==> config.mk <==
export PLATFORM = sky130hd
export DESIGN_NAME = sar_adc_ctrl
export DESIGN_NICKNAME = d
export VERILOG_FILES = /design/src/rtl/sar_adc_pkg.sv /design/src/rtl/sar_seq.sv /design/src/rtl/sar_result_bank.sv /design/src/rtl/sar_thresh_gate.sv /design/src/rtl/sar_adc_ctrl.sv
export SDC_FILE = /design/constraint.sdc
export NUM_CORES = 1
export LEC_CHECK = 0
export BUFFER_PORTS_ARGS = -buffer_cell sky130_fd_sc_hd__buf_2
export CAP_MARGIN = 15
export CELL_PAD_IN_SITES_DETAIL_PLACEMENT = 1
export CELL_PAD_IN_SITES_GLOBAL_PLACEMENT = 2
export CORE_UTILIZATION = 43
export CTS_BUF_LIST = sky130_fd_sc_hd__clkbuf_4
export DETAILED_ROUTE_END_ITERATION = 7
export GPL_ROUTABILITY_DRIVEN = 0
export PLACE_DENSITY_LB_ADDON = 0.1
export SLEW_MARGIN = 10
export SYNTH_ARGS = -nofsm -noshare
export SYNTH_HDL_FRONTEND = slang
export SYNTH_SLANG_ARGS = --single-unit
==> constraint.sdc <==
create_clock -name clk -period 4.6 [get_ports clk]
set_input_delay 0.92 -clock clk [delete_from_list [all_inputs] [get_ports clk]]
set_output_delay 0.92 -clock clk [all_outputs]
set_load 0.01 [all_outputs]
==> src/rtl/sar_adc_pkg.sv <==
package sar_adc_pkg;
   typedef enum logic [1:0] {
      ST_IDLE   = 2'd0,
      ST_SAMPLE = 2'd1,
      ST_CONV   = 2'd2
   } sar_state_e;
endpackage

==> src/rtl/sar_seq.sv <==
module sar_seq
   import sar_adc_pkg::*;
#(
   parameter int RES_W = 10,
   parameter int NCH   = 12,
   parameter int CH_W  = 4,
   parameter int SMP_W = 4
) (
   input  logic             clk,
   input  logic             rst_n,
   input  logic             start_req,
   input  logic [CH_W-1:0]  ch_req,
   input  logic [SMP_W-1:0] smp_cycles,
   input  logic             cmp_in,
   output logic             busy,
   output logic             sample_en,
   output logic [CH_W-1:0]  ana_ch,
   output logic [RES_W-1:0] dac_code,
   output logic             done,
   output logic [RES_W-1:0] result
);
   localparam int BIT_W = (RES_W > 1) ? $clog2(RES_W) : 1;
   localparam logic [BIT_W-1:0] TOP_BIT = BIT_W'(RES_W - 1);

   sar_state_e       state_q;
   logic [SMP_W-1:0] cnt_q;
   logic [BIT_W-1:0] bit_q;
   logic [RES_W-1:0] sar_q;
   logic [CH_W-1:0]  ch_q;
   logic [RES_W-1:0] trial_bit;
   logic [RES_W-1:0] sar_next;
   logic             ch_ok;

   assign ch_ok     = (int'(ch_req) < NCH);
   assign trial_bit = {{(RES_W-1){1'b0}}, 1'b1} << bit_q;
   assign sar_next  = cmp_in ? (sar_q | trial_bit) : sar_q;
   assign dac_code  = (state_q == ST_CONV) ? (sar_q | trial_bit) : '0;
   assign done      = (state_q == ST_CONV) && (bit_q == '0);
   assign result    = sar_next;
   assign busy      = (state_q != ST_IDLE);
   assign sample_en = (state_q == ST_SAMPLE);
   assign ana_ch    = ch_q;

   always_ff @(posedge clk or negedge rst_n) begin
      if (!rst_n) begin
         state_q <= ST_IDLE;
         cnt_q   <= '0;
         bit_q   <= '0;
         sar_q   <= '0;
         ch_q    <= '0;
      end else begin
         case (state_q)
            ST_IDLE: begin
               if (start_req && ch_ok) begin
                  state_q <= ST_SAMPLE;
                  cnt_q   <= smp_cycles;
                  ch_q    <= ch_req;
               end
            end
            ST_SAMPLE: begin
               if (cnt_q == '0) begin
                  state_q <= ST_CONV;
                  bit_q   <= TOP_BIT;
                  sar_q   <= '0;
               end else begin
                  cnt_q <= cnt_q - 1'b1;
               end
            end
            ST_CONV: begin
               sar_q <= sar_next;
               if (bit_q == '0) state_q <= ST_IDLE;
               else             bit_q   <= bit_q - 1'b1;
            end
            default: state_q <= ST_IDLE;
         endcase
      end
   end


   trial_low_zero_chk: assert property (@(posedge clk) disable iff (!rst_n)
      (state_q == ST_CONV) |-> ((dac_code & (trial_bit - 1'b1)) == '0) && ((dac_code & trial_bit) != '0));


   ch_hold_chk: assert property (@(posedge clk) disable iff (!rst_n)
      (busy && $past(busy)) |-> $stable(ana_ch));
endmodule

==> src/rtl/sar_result_bank.sv <==
module sar_result_bank #(
   parameter int RES_W = 10,
   parameter int REG_W = 16,
   parameter int NCH   = 12,
   parameter int CH_W  = 4
) (
   input  logic             clk,
   input  logic             rst_n,
   input  logic             wr_en,
   input  logic [CH_W-1:0]  wr_ch,
   input  logic [RES_W-1:0] wr_val,
   input  logic [CH_W-1:0]  rd_ch,
   output logic [REG_W-1:0] rd_data
);
   localparam int PAD_W = REG_W - RES_W;

   logic [RES_W-1:0] slot_q [NCH];
   logic [RES_W-1:0] rd_raw;

   for (genvar c = 0; c < NCH; c++) begin : g_slot
      always_ff @(posedge clk or negedge rst_n) begin
         if (!rst_n)                                  slot_q[c] <= '0;
         else if (wr_en && (int'(wr_ch) == c))        slot_q[c] <= wr_val;
      end
   end

   assign rd_raw = (int'(rd_ch) < NCH) ? slot_q[rd_ch] : '0;

   if (PAD_W > 0) begin : g_pad
      assign rd_data = {rd_raw, {PAD_W{1'b0}}};
   end else begin : g_nopad
      assign rd_data = rd_raw;
   end
endmodule

==> src/rtl/sar_thresh_gate.sv <==
module sar_thresh_gate #(
   parameter int THR_W = 8
) (
   input  logic             clk,
   input  logic             rst_n,
   input  logic             done,
   input  logic [THR_W-1:0] res_hi,
   input  logic             cmp_en,
   input  logic             cmp_mode,
   input  logic [THR_W-1:0] thresh,
   output logic             irq
);
   logic at_or_above;
   logic pass;

   assign at_or_above = (res_hi >= thresh);
   assign pass        = !cmp_en || (cmp_mode ? !at_or_above : at_or_above);

   always_ff @(posedge clk or negedge rst_n) begin
      if (!rst_n) irq <= 1'b0;
      else        irq <= done && pass;
   end


   irq_single_chk: assert property (@(posedge clk) disable iff (!rst_n)
      irq |=> !irq);
endmodule

==> src/rtl/sar_adc_ctrl.sv <==
module sar_adc_ctrl #(
   parameter int RES_W = 10,
   parameter int REG_W = 16,
   parameter int NCH   = 12,
   parameter int THR_W = 8,
   parameter int SMP_W = 4,
   parameter int CH_W  = 4
) (
   input  logic             clk,
   input  logic             rst_n,
   input  logic             sw_start,
   input  logic             hw_trig,
   input  logic [CH_W-1:0]  ch_sel,
   input  logic [SMP_W-1:0] smp_cycles,
   input  logic             cmp_en,
   input  logic             cmp_mode,
   input  logic [THR_W-1:0] thresh,
   input  logic             cmp_in,
   output logic [CH_W-1:0]  ana_ch,
   output logic             sample_en,
   output logic [RES_W-1:0] dac_code,
   output logic             busy,
   output logic             irq,
   input  logic [CH_W-1:0]  rd_ch,
   output logic [REG_W-1:0] rd_data
);
   if (REG_W < RES_W) begin : g_bad_reg_w
      $error("REG_W must be at least RES_W");
   end
   if (THR_W > RES_W) begin : g_bad_thr_w
      $error("THR_W must not exceed RES_W");
   end
   if ((1 << CH_W) < NCH) begin : g_bad_ch_w
      $error("CH_W too narrow for NCH");
   end

   logic             done;
   logic [RES_W-1:0] result;

   sar_seq #(.RES_W(RES_W), .NCH(NCH), .CH_W(CH_W), .SMP_W(SMP_W)) u_seq (
      .clk(clk), .rst_n(rst_n),
      .start_req(sw_start | hw_trig), .ch_req(ch_sel), .smp_cycles(smp_cycles),
      .cmp_in(cmp_in), .busy(busy), .sample_en(sample_en), .ana_ch(ana_ch),
      .dac_code(dac_code), .done(done), .result(result)
   );

   sar_result_bank #(.RES_W(RES_W), .REG_W(REG_W), .NCH(NCH), .CH_W(CH_W)) u_bank (
      .clk(clk), .rst_n(rst_n),
      .wr_en(done), .wr_ch(ana_ch), .wr_val(result),
      .rd_ch(rd_ch), .rd_data(rd_data)
   );

   sar_thresh_gate #(.THR_W(THR_W)) u_gate (
      .clk(clk), .rst_n(rst_n), .done(done),
      .res_hi(result[RES_W-1 -: THR_W]),
      .cmp_en(cmp_en), .cmp_mode(cmp_mode), .thresh(thresh), .irq(irq)
   );


   irq_at_end_chk: assert property (@(posedge clk) disable iff (!rst_n)
      irq |-> (!busy && $past(busy)));


   busy_from_sample_chk: assert property (@(posedge clk) disable iff (!rst_n)
      $rose(busy) |-> sample_en);
endmodule

==> run_summary.xml, run 1 <==
<?xml version="1.0" encoding="UTF-8"?>
<metrics>
  <group name="layout">
    <metric name="instances_no_fill" unit="">935</metric>
    <metric name="fin_nets" unit="">752</metric>
    <metric name="syn_to_final_growth" unit="%">11.7</metric>
    <metric name="final_layout_size_suffix_gt1_frac" unit="">0.214</metric>
    <metric name="antenna-diode-count" unit="">0</metric>
  </group>
  <group name="worst_hold_path">
    <metric name="min_path_type" unit="">in2async</metric>
  </group>
  <group name="detailed_routing">
    <metric name="avgRoutedWirePerCell" unit="µm">19.3</metric>
    <metric name="vias" unit="">5064</metric>
    <metric name="detail_route.first_pass.iterations" unit="">4</metric>
    <metric name="route.detailed.drc" unit="">0</metric>
    <metric name="routed_wl" unit="µm">18000</metric>
    <metric name="ant_nets" unit="">0</metric>
    <metric name="drt_iter0_markers" unit="">205</metric>
    <metric name="viasPerCell" unit="">5.42</metric>
  </group>
  <group name="timing">
    <metric name="final-setup-viol-count" unit="">0</metric>
    <metric name="slew_viol_final" unit="">0</metric>
    <metric name="slew-limit-headroom" unit="">0.423</metric>
    <metric name="finalSetupTns" unit="ns">0</metric>
    <metric name="fmax" unit="MHz">283</metric>
    <metric name="least_margin_pin_slew" unit="ns">0.866</metric>
    <metric name="period_share" unit="">0.769</metric>
    <metric name="rsz0062_at_grt" unit="">false</metric>
    <metric name="final.min_clock_period" unit="ns">3.54</metric>
    <metric name="worst_clk_skew" unit="ns">0.0187</metric>
    <metric name="hold_viol" unit="">0</metric>
  </group>
  <group name="worst_setup_path">
    <metric name="setup.worst_path.class" unit="">in2out</metric>
    <metric name="worstPathCellList" unit="">buf_2, buf_12, mux4_2, mux2i_1, o22ai_1, buf_2</metric>
    <metric name="critical_path.slowest_cell" unit="">mux4_2</metric>
    <metric name="path_common_cell" unit="">buf_2</metric>
    <metric name="critical-path-max-stage-delay" unit="ns">0.53</metric>
    <metric name="timing.critical_path.to_type" unit="">primary output</metric>
    <metric name="critPathMaxFanout" unit="">18</metric>
    <metric name="data_arrival_time_of_the_critical_path" unit="ns">2.62</metric>
    <metric name="required" unit="ns">3.68</metric>
    <metric name="timing.reg2reg.setup_slack" unit="ns">1.69</metric>
    <metric name="worstSetupStartpointType" unit="">primary input</metric>
  </group>
  <group name="yosys">
    <metric name="post_synth_main_area_contributors" unit="">dfrtp_1, mux4_2, o21ai_0, nand2_1, a21oi_1</metric>
    <metric name="most_frequent_cell_after_synthesis" unit="">dfrtp_1</metric>
    <metric name="syn-mean-instance-area" unit="µm²">10.2</metric>
    <metric name="synth_top_area_frac" unit="">0.530</metric>
    <metric name="synthesis.area" unit="µm²">6850</metric>
    <metric name="synth_instances" unit="">669</metric>
    <metric name="synth.distinct_cells" unit="">40</metric>
    <metric name="async_reset_ff_frac" unit="">1.00</metric>
    <metric name="synth-edff-count" unit="">0</metric>
    <metric name="post_synthesis_sequential_area_ratio" unit="">0.530</metric>
    <metric name="yosysWarnings" unit="">0</metric>
    <metric name="synth_common_cells" unit="">dfrtp_1, nand2_1, o21ai_0</metric>
    <metric name="synth_area_leader_cell" unit="">dfrtp_1</metric>
    <metric name="synth_ff_type" unit="">dfrtp_1</metric>
    <metric name="postSynthRegisterBits" unit="">145</metric>
  </group>
  <group name="clock_tree">
    <metric name="htreeDepth" unit="">4</metric>
    <metric name="cts_made_buffers" unit="">17</metric>
    <metric name="clock_tree.buffer_depth" unit="">2</metric>
    <metric name="clkLatencyLatePin" unit="ns">0.54</metric>
    <metric name="clkTransAtPathRegs" unit="ns">0.12</metric>
    <metric name="root_buffer" unit="">clkbuf_4</metric>
    <metric name="tritoncts_clock_tree" unit="">yes</metric>
    <metric name="number_of_sinks_on_the_clock_net" unit="">145</metric>
    <metric name="post_cts_gate_resize_count" unit="">0</metric>
    <metric name="postCtsSetupBuffers" unit="">0</metric>
    <metric name="quantity_of_hold_fixing_buffers_added_after_cts" unit="">0</metric>
  </group>
  <group name="floorplan">
    <metric name="die_area" unit="µm²">16400</metric>
    <metric name="placement_rows" unit="">45</metric>
    <metric name="initial_core_util" unit="">0.446</metric>
    <metric name="die_w" unit="µm">128</metric>
    <metric name="core_region_area" unit="µm²">15400</metric>
    <metric name="die_height" unit="µm">128</metric>
    <metric name="io-pin-count" unit="">60</metric>
  </group>
  <group name="placed_design">
    <metric name="post-dp-hpwl" unit="µm">12500</metric>
    <metric name="dp_cell_count" unit="">902</metric>
    <metric name="portBuffers" unit="">53</metric>
  </group>
  <group name="pwr">
    <metric name="static-leakage-power" unit="nW">3.53</metric>
    <metric name="design_power_total" unit="mW">3.33</metric>
    <metric name="power-per-cell-area" unit="nW/µm²">435</metric>
    <metric name="ir_worst_vdd" unit="V">0.000234</metric>
  </group>
  <group name="run">
    <metric name="maxCapViolations" unit="">0</metric>
  </group>
  <group name="global_routing">
    <metric name="pin_count_of_the_biggest_net_entering_global_routing" unit="">82</metric>
    <metric name="grt_first_pass_wirelength" unit="µm">30000</metric>
    <metric name="grtUsageTotal" unit="">0.245</metric>
    <metric name="grt_overflow" unit="">0</metric>
    <metric name="first_global_vias" unit="">5563</metric>
    <metric name="antenna_found_initial" unit="">0</metric>
  </group>
  <group name="status">
    <metric name="outcome" unit="">finished, final reports clean</metric>
  </group>
</metrics>
state kept, by name (all words and copies together) (netlist names):
name,cells
u_seq.state_q,2
u_bank.slot_q,120
u_seq.sar_q,10
u_seq.ana_ch,4
u_seq.bit_q,4
u_seq.cnt_q,4
u_gate.irq,1
per-layer routing:
metal,GRT usage,vias to the layer above,wire (µm)
li1,-,2380,-
met1,0.318,2575,8300
met2,0.420,85,8970
met3,0.0363,24,436
met4,0.0824,0,320
met5,0,-,0
area by class of cell:
cell class,count,area [µm²]
clock buffer,17,128
clock inverter,15,190
fill,1744,7720
inverter,30,113
multi-input combinational,442,2880
sequential,145,3630
tap,211,264
timing repair buffer,75,449
per-stage QoR:
step | setup WS, ns | hold slack [ns] | cell area, µm² | util
after floorplan | 1.71 | 0.445 | 6870 | -
after global placement | 1.08 | 0.455 | 7320 | 0.476
after detailed placement | 1.02 | 0.468 | 7320 | 0.476
after CTS | 1.02 | 0.420 | 7640 | 0.497
after global routing | 0.946 | 0.430 | 7650 | 0.498
final | 1.06 | 0.407 | 7650 | 0.498
power breakdown:
| group | switching, mW | internal [mW] | total [mW] |
|---|---|---|---|
| registers | 0.148 | 1.47 | 1.62 |
| logic | 0.486 | 0.330 | 0.816 |
| clock network | 0.471 | 0.428 | 0.899 |
| total | 1.11 | 2.23 | 3.33 |
placed cells by master, fill, tap and decap left out, types with 5 or more instances in the layout:
cell type  instances
nand4_1            6
mux2i_1           10
nand2b_1           5
a31oi_1           10
buf_2             52
nand2_1          109
o21ai_1           10
o22ai_1           11
ha_1              14
a21oi_1           46
nor2_1            52
nor2b_1            7
buf_4             20
o21ai_2           10
inv_1             30
o21ai_0           84
mux4_2            30
dfrtp_1          145
conb_1             6
clkbuf_4          18
critical path, delay by kind of cell:
family | cells | cell delay, ns
buffers and inverters | 3 | 0.85
multiplexers | 2 | 0.68
AO/OA/AOI/OAI | 1 | 0.15
cells by family (layout without fill, tap and decap cells):
group / Yosys count / after routing / synth area share
flip-flops: 145 / 145 / 0.530
other: 1 / 6 / 0.000548
multiplexers: 44 / 44 / 0.120
buffers and inverters: 87 / 137 / 0.0543
AND/OR/NAND/NOR: 195 / 195 / 0.121
AO/OA/AOI/OAI: 179 / 179 / 0.144
XOR/XNOR: 4 / 4 / 0.00512
adder cells (fa/ha/maj): 14 / 14 / 0.0256
final timing paths:
path / startpoint / cells after the start / to
max in group asynchronous: rst_n / 2 / u_bank.slot_q[95]$_DFFE_PN0P_
hold reg to reg: u_bank.slot_q[93]$_DFFE_PN0P_ / 2 / u_bank.slot_q[93]$_DFFE_PN0P_
setup reg to reg: u_seq.bit_q[0]$_DFFE_PN0P_ / 8 / u_bank.slot_q[116]$_DFFE_PN0P_
hold / removal: rst_n / 1 / u_bank.slot_q[93]$_DFFE_PN0P_
setup / recovery: rd_ch[0] / 6 / rd_data[6]
min in group clk: u_bank.slot_q[93]$_DFFE_PN0P_ / 2 / u_bank.slot_q[93]$_DFFE_PN0P_
No activity file was read; power rests on OpenSTA's default activity.
==> run 2: changes to the inputs <==
- CORE_UTILIZATION: 43 -> 40
- clock period: 4.6 -> 3.5 ns (I/O delays scaled with it)
==> run 2 against run 1 <==
  * Final cell count rose by 1.3%
  * Clock power grew 22%
  * Die area is 7.4% higher
  * Critical path type unchanged
  * Global-route usage fell by 1.6 points
  * First-iteration DRC count grew 25%
  * Combinational power grew 34%
  * Highest routed layer unchanged
  * Sequential power grew 31%
  * Clock-buffer cell count up 2
==> run_summary.xml, run 2 (synthesized netlist as in run 1, its figures left out) <==
<?xml version="1.0" encoding="UTF-8"?>
<metrics>
  <group name="layout">
    <metric name="instances_no_fill" unit="">947</metric>
    <metric name="final_core_util" unit="">0.460</metric>
    <metric name="final_layout_size_suffix_gt1_frac" unit="">0.215</metric>
    <metric name="fin_nets" unit="">755</metric>
    <metric name="biggestRegsByFlops" unit="">u_bank.slot_q: 120 flops, u_seq.sar_q: 10 flops</metric>
    <metric name="mostFrequentLayoutCells" unit="">dfrtp_1, nand2_1, o21ai_0</metric>
    <metric name="layout_commonest_cell" unit="">dfrtp_1</metric>
    <metric name="syn_to_final_growth" unit="%">11.7</metric>
    <metric name="largest_register_ffs" unit="">120</metric>
    <metric name="register_with_the_most_flip_flops" unit="">u_bank.slot_q</metric>
  </group>
  <group name="worst_setup_path">
    <metric name="crit_path_end" unit="">rd_data[14]</metric>
    <metric name="reg2regPathDepth" unit="">7</metric>
    <metric name="critical-path-max-stage-delay" unit="ns">0.54</metric>
    <metric name="timing.reg2reg.setup_slack" unit="ns">0.71</metric>
    <metric name="crit_cells" unit="">6</metric>
    <metric name="worst_r2r_startpoint" unit="">u_seq.bit_q[0]$_DFFE_PN0P_</metric>
    <metric name="required" unit="ns">2.80</metric>
    <metric name="cp-startpoint" unit="">rd_ch[0]</metric>
    <metric name="critPathBufInv" unit="">3</metric>
    <metric name="path_common_cell" unit="">buf_2</metric>
    <metric name="critPathMaxFanout" unit="">24</metric>
    <metric name="worstPathCellList" unit="">buf_2, buf_12, mux4_2, mux2i_1, o22ai_1, buf_2</metric>
    <metric name="critical_path.slowest_cell" unit="">mux4_2</metric>
    <metric name="worstSetupStartpointType" unit="">primary input</metric>
    <metric name="timing.critical_path.to_type" unit="">primary output</metric>
    <metric name="rr_endpoint" unit="">u_bank.slot_q[113]$_DFFE_PN0P_</metric>
    <metric name="critPathTopFamily" unit="">buffers and inverters</metric>
    <metric name="setup.worst_path.class" unit="">in2out</metric>
    <metric name="data_arrival_time_of_the_critical_path" unit="ns">2.29</metric>
  </group>
  <group name="timing">
    <metric name="worst_clk_skew" unit="ns">0.0188</metric>
    <metric name="final.min_clock_period" unit="ns">2.99</metric>
    <metric name="rsz0062_at_grt" unit="">false</metric>
    <metric name="fmax" unit="MHz">334</metric>
    <metric name="hold_viol" unit="">0</metric>
    <metric name="finalSetupTns" unit="ns">0</metric>
    <metric name="final-setup-viol-count" unit="">0</metric>
    <metric name="least_margin_pin_slew" unit="ns">0.931</metric>
    <metric name="hold_ws" unit="ns">0.152</metric>
    <metric name="slew-limit-headroom" unit="">0.379</metric>
    <metric name="slew_viol_final" unit="">0</metric>
    <metric name="period_share" unit="">0.855</metric>
  </group>
  <group name="run">
    <metric name="maxCapViolations" unit="">0</metric>
  </group>
  <group name="global_routing">
    <metric name="grt_overflow" unit="">0</metric>
    <metric name="grt_first_pass_wirelength" unit="µm">30300</metric>
    <metric name="antenna_found_initial" unit="">1</metric>
    <metric name="grtUsageTotal" unit="">0.229</metric>
    <metric name="pin_count_of_the_biggest_net_entering_global_routing" unit="">73</metric>
    <metric name="first_global_vias" unit="">5527</metric>
  </group>
  <group name="worst_hold_path">
    <metric name="min_path_type" unit="">in2async</metric>
  </group>
  <group name="floorplan">
    <metric name="core_region_area" unit="µm²">16600</metric>
    <metric name="initial_core_util" unit="">0.411</metric>
    <metric name="die_height" unit="µm">133</metric>
    <metric name="die_w" unit="µm">133</metric>
    <metric name="die_area" unit="µm²">17600</metric>
    <metric name="io-pin-count" unit="">60</metric>
    <metric name="placement_rows" unit="">47</metric>
  </group>
  <group name="clock_tree">
    <metric name="quantity_of_hold_fixing_buffers_added_after_cts" unit="">0</metric>
    <metric name="number_of_sinks_on_the_clock_net" unit="">145</metric>
    <metric name="root_buffer" unit="">clkbuf_4</metric>
    <metric name="htreeDepth" unit="">4</metric>
    <metric name="clkTransAtPathRegs" unit="ns">0.13</metric>
    <metric name="tritoncts_clock_tree" unit="">yes</metric>
    <metric name="postCtsSetupBuffers" unit="">0</metric>
    <metric name="clock_tree.buffer_depth" unit="">2</metric>
    <metric name="clkLatencyLatePin" unit="ns">0.55</metric>
    <metric name="cts_made_buffers" unit="">17</metric>
    <metric name="post_cts_gate_resize_count" unit="">0</metric>
  </group>
  <group name="pwr">
    <metric name="ir_worst_vdd" unit="V">0.000336</metric>
    <metric name="power-per-cell-area" unit="nW/µm²">564</metric>
    <metric name="static-leakage-power" unit="nW">3.53</metric>
    <metric name="design_power_total" unit="mW">4.31</metric>
  </group>
  <group name="detailed_routing">
    <metric name="routed_wl" unit="µm">18500</metric>
    <metric name="viasPerCell" unit="">5.35</metric>
    <metric name="route.detailed.drc" unit="">0</metric>
    <metric name="ant_nets" unit="">0</metric>
    <metric name="vias" unit="">5069</metric>
    <metric name="drt_iter0_markers" unit="">256</metric>
    <metric name="avgRoutedWirePerCell" unit="µm">19.5</metric>
    <metric name="detail_route.first_pass.iterations" unit="">4</metric>
  </group>
  <group name="placed_design">
    <metric name="dp_cell_count" unit="">915</metric>
    <metric name="post-dp-hpwl" unit="µm">12800</metric>
    <metric name="portBuffers" unit="">53</metric>
  </group>
  <group name="status">
    <metric name="outcome" unit="">finished, final reports clean</metric>
  </group>
</metrics>
[run 2: report_power, final]
part	switching (mW)	internal [mW]	leakage [nW]
registers	0.197	1.93	1.38
logic	0.640	0.446	1.99
clock network	0.602	0.500	0.157
total	1.44	2.87	3.53
[run 2: worst min-delay path by stage]
stage	startpoint	endpoint	slack, ns	cells after the start
finish	rst_n	u_bank.slot_q[62]$_DFFE_PN0P_	0.15	1
global route	rst_n	u_bank.slot_q[62]$_DFFE_PN0P_	0.16	1
CTS	rst_n	u_bank.slot_q[62]$_DFFE_PN0P_	0.14	1
detailed placement	u_bank.slot_q[35]$_DFFE_PN0P_	u_bank.slot_q[35]$_DFFE_PN0P_	0.47	2
global placement	u_bank.slot_q[67]$_DFFE_PN0P_	u_bank.slot_q[67]$_DFFE_PN0P_	0.46	2
floorplan	rst_n	u_bank.slot_q[0]$_DFFE_PN0P_	0.40	0
[run 2: cell type report]
| cell class | count | area (µm²) |
|---|---|---|
| Inverter | 30 | 113 |
| Fill cell | 1898 | 8990 |
| Timing Repair Buffer | 78 | 472 |
| Sequential cell | 145 | 3630 |
| Antenna cell | 1 | 2.50 |
| Clock buffer | 19 | 143 |
| Multi-Input combinational cell | 442 | 2870 |
| Clock inverter | 12 | 143 |
| Tap cell | 220 | 275 |
[run 2: metrics by stage]
stage	worst slack [ns]	instance area, µm²
after detailed placement	0.455	7360
final	0.509	7650
after global routing	0.369	7650
after CTS	0.461	7640
after floorplan	1.05	6870
after global placement	0.529	7360
[run 2: per-layer routing]
layer | track usage | wire length (µm) | share of wire | vias up
met5 | 0 | 0 | 0 | -
met4 | 0.0913 | 432 | 0.023 | 0
met3 | 0.0418 | 582 | 0.031 | 27
met2 | 0.390 | 9410 | 0.51 | 100
met1 | 0.288 | 8090 | 0.44 | 2557
li1 | - | - | - | 2385
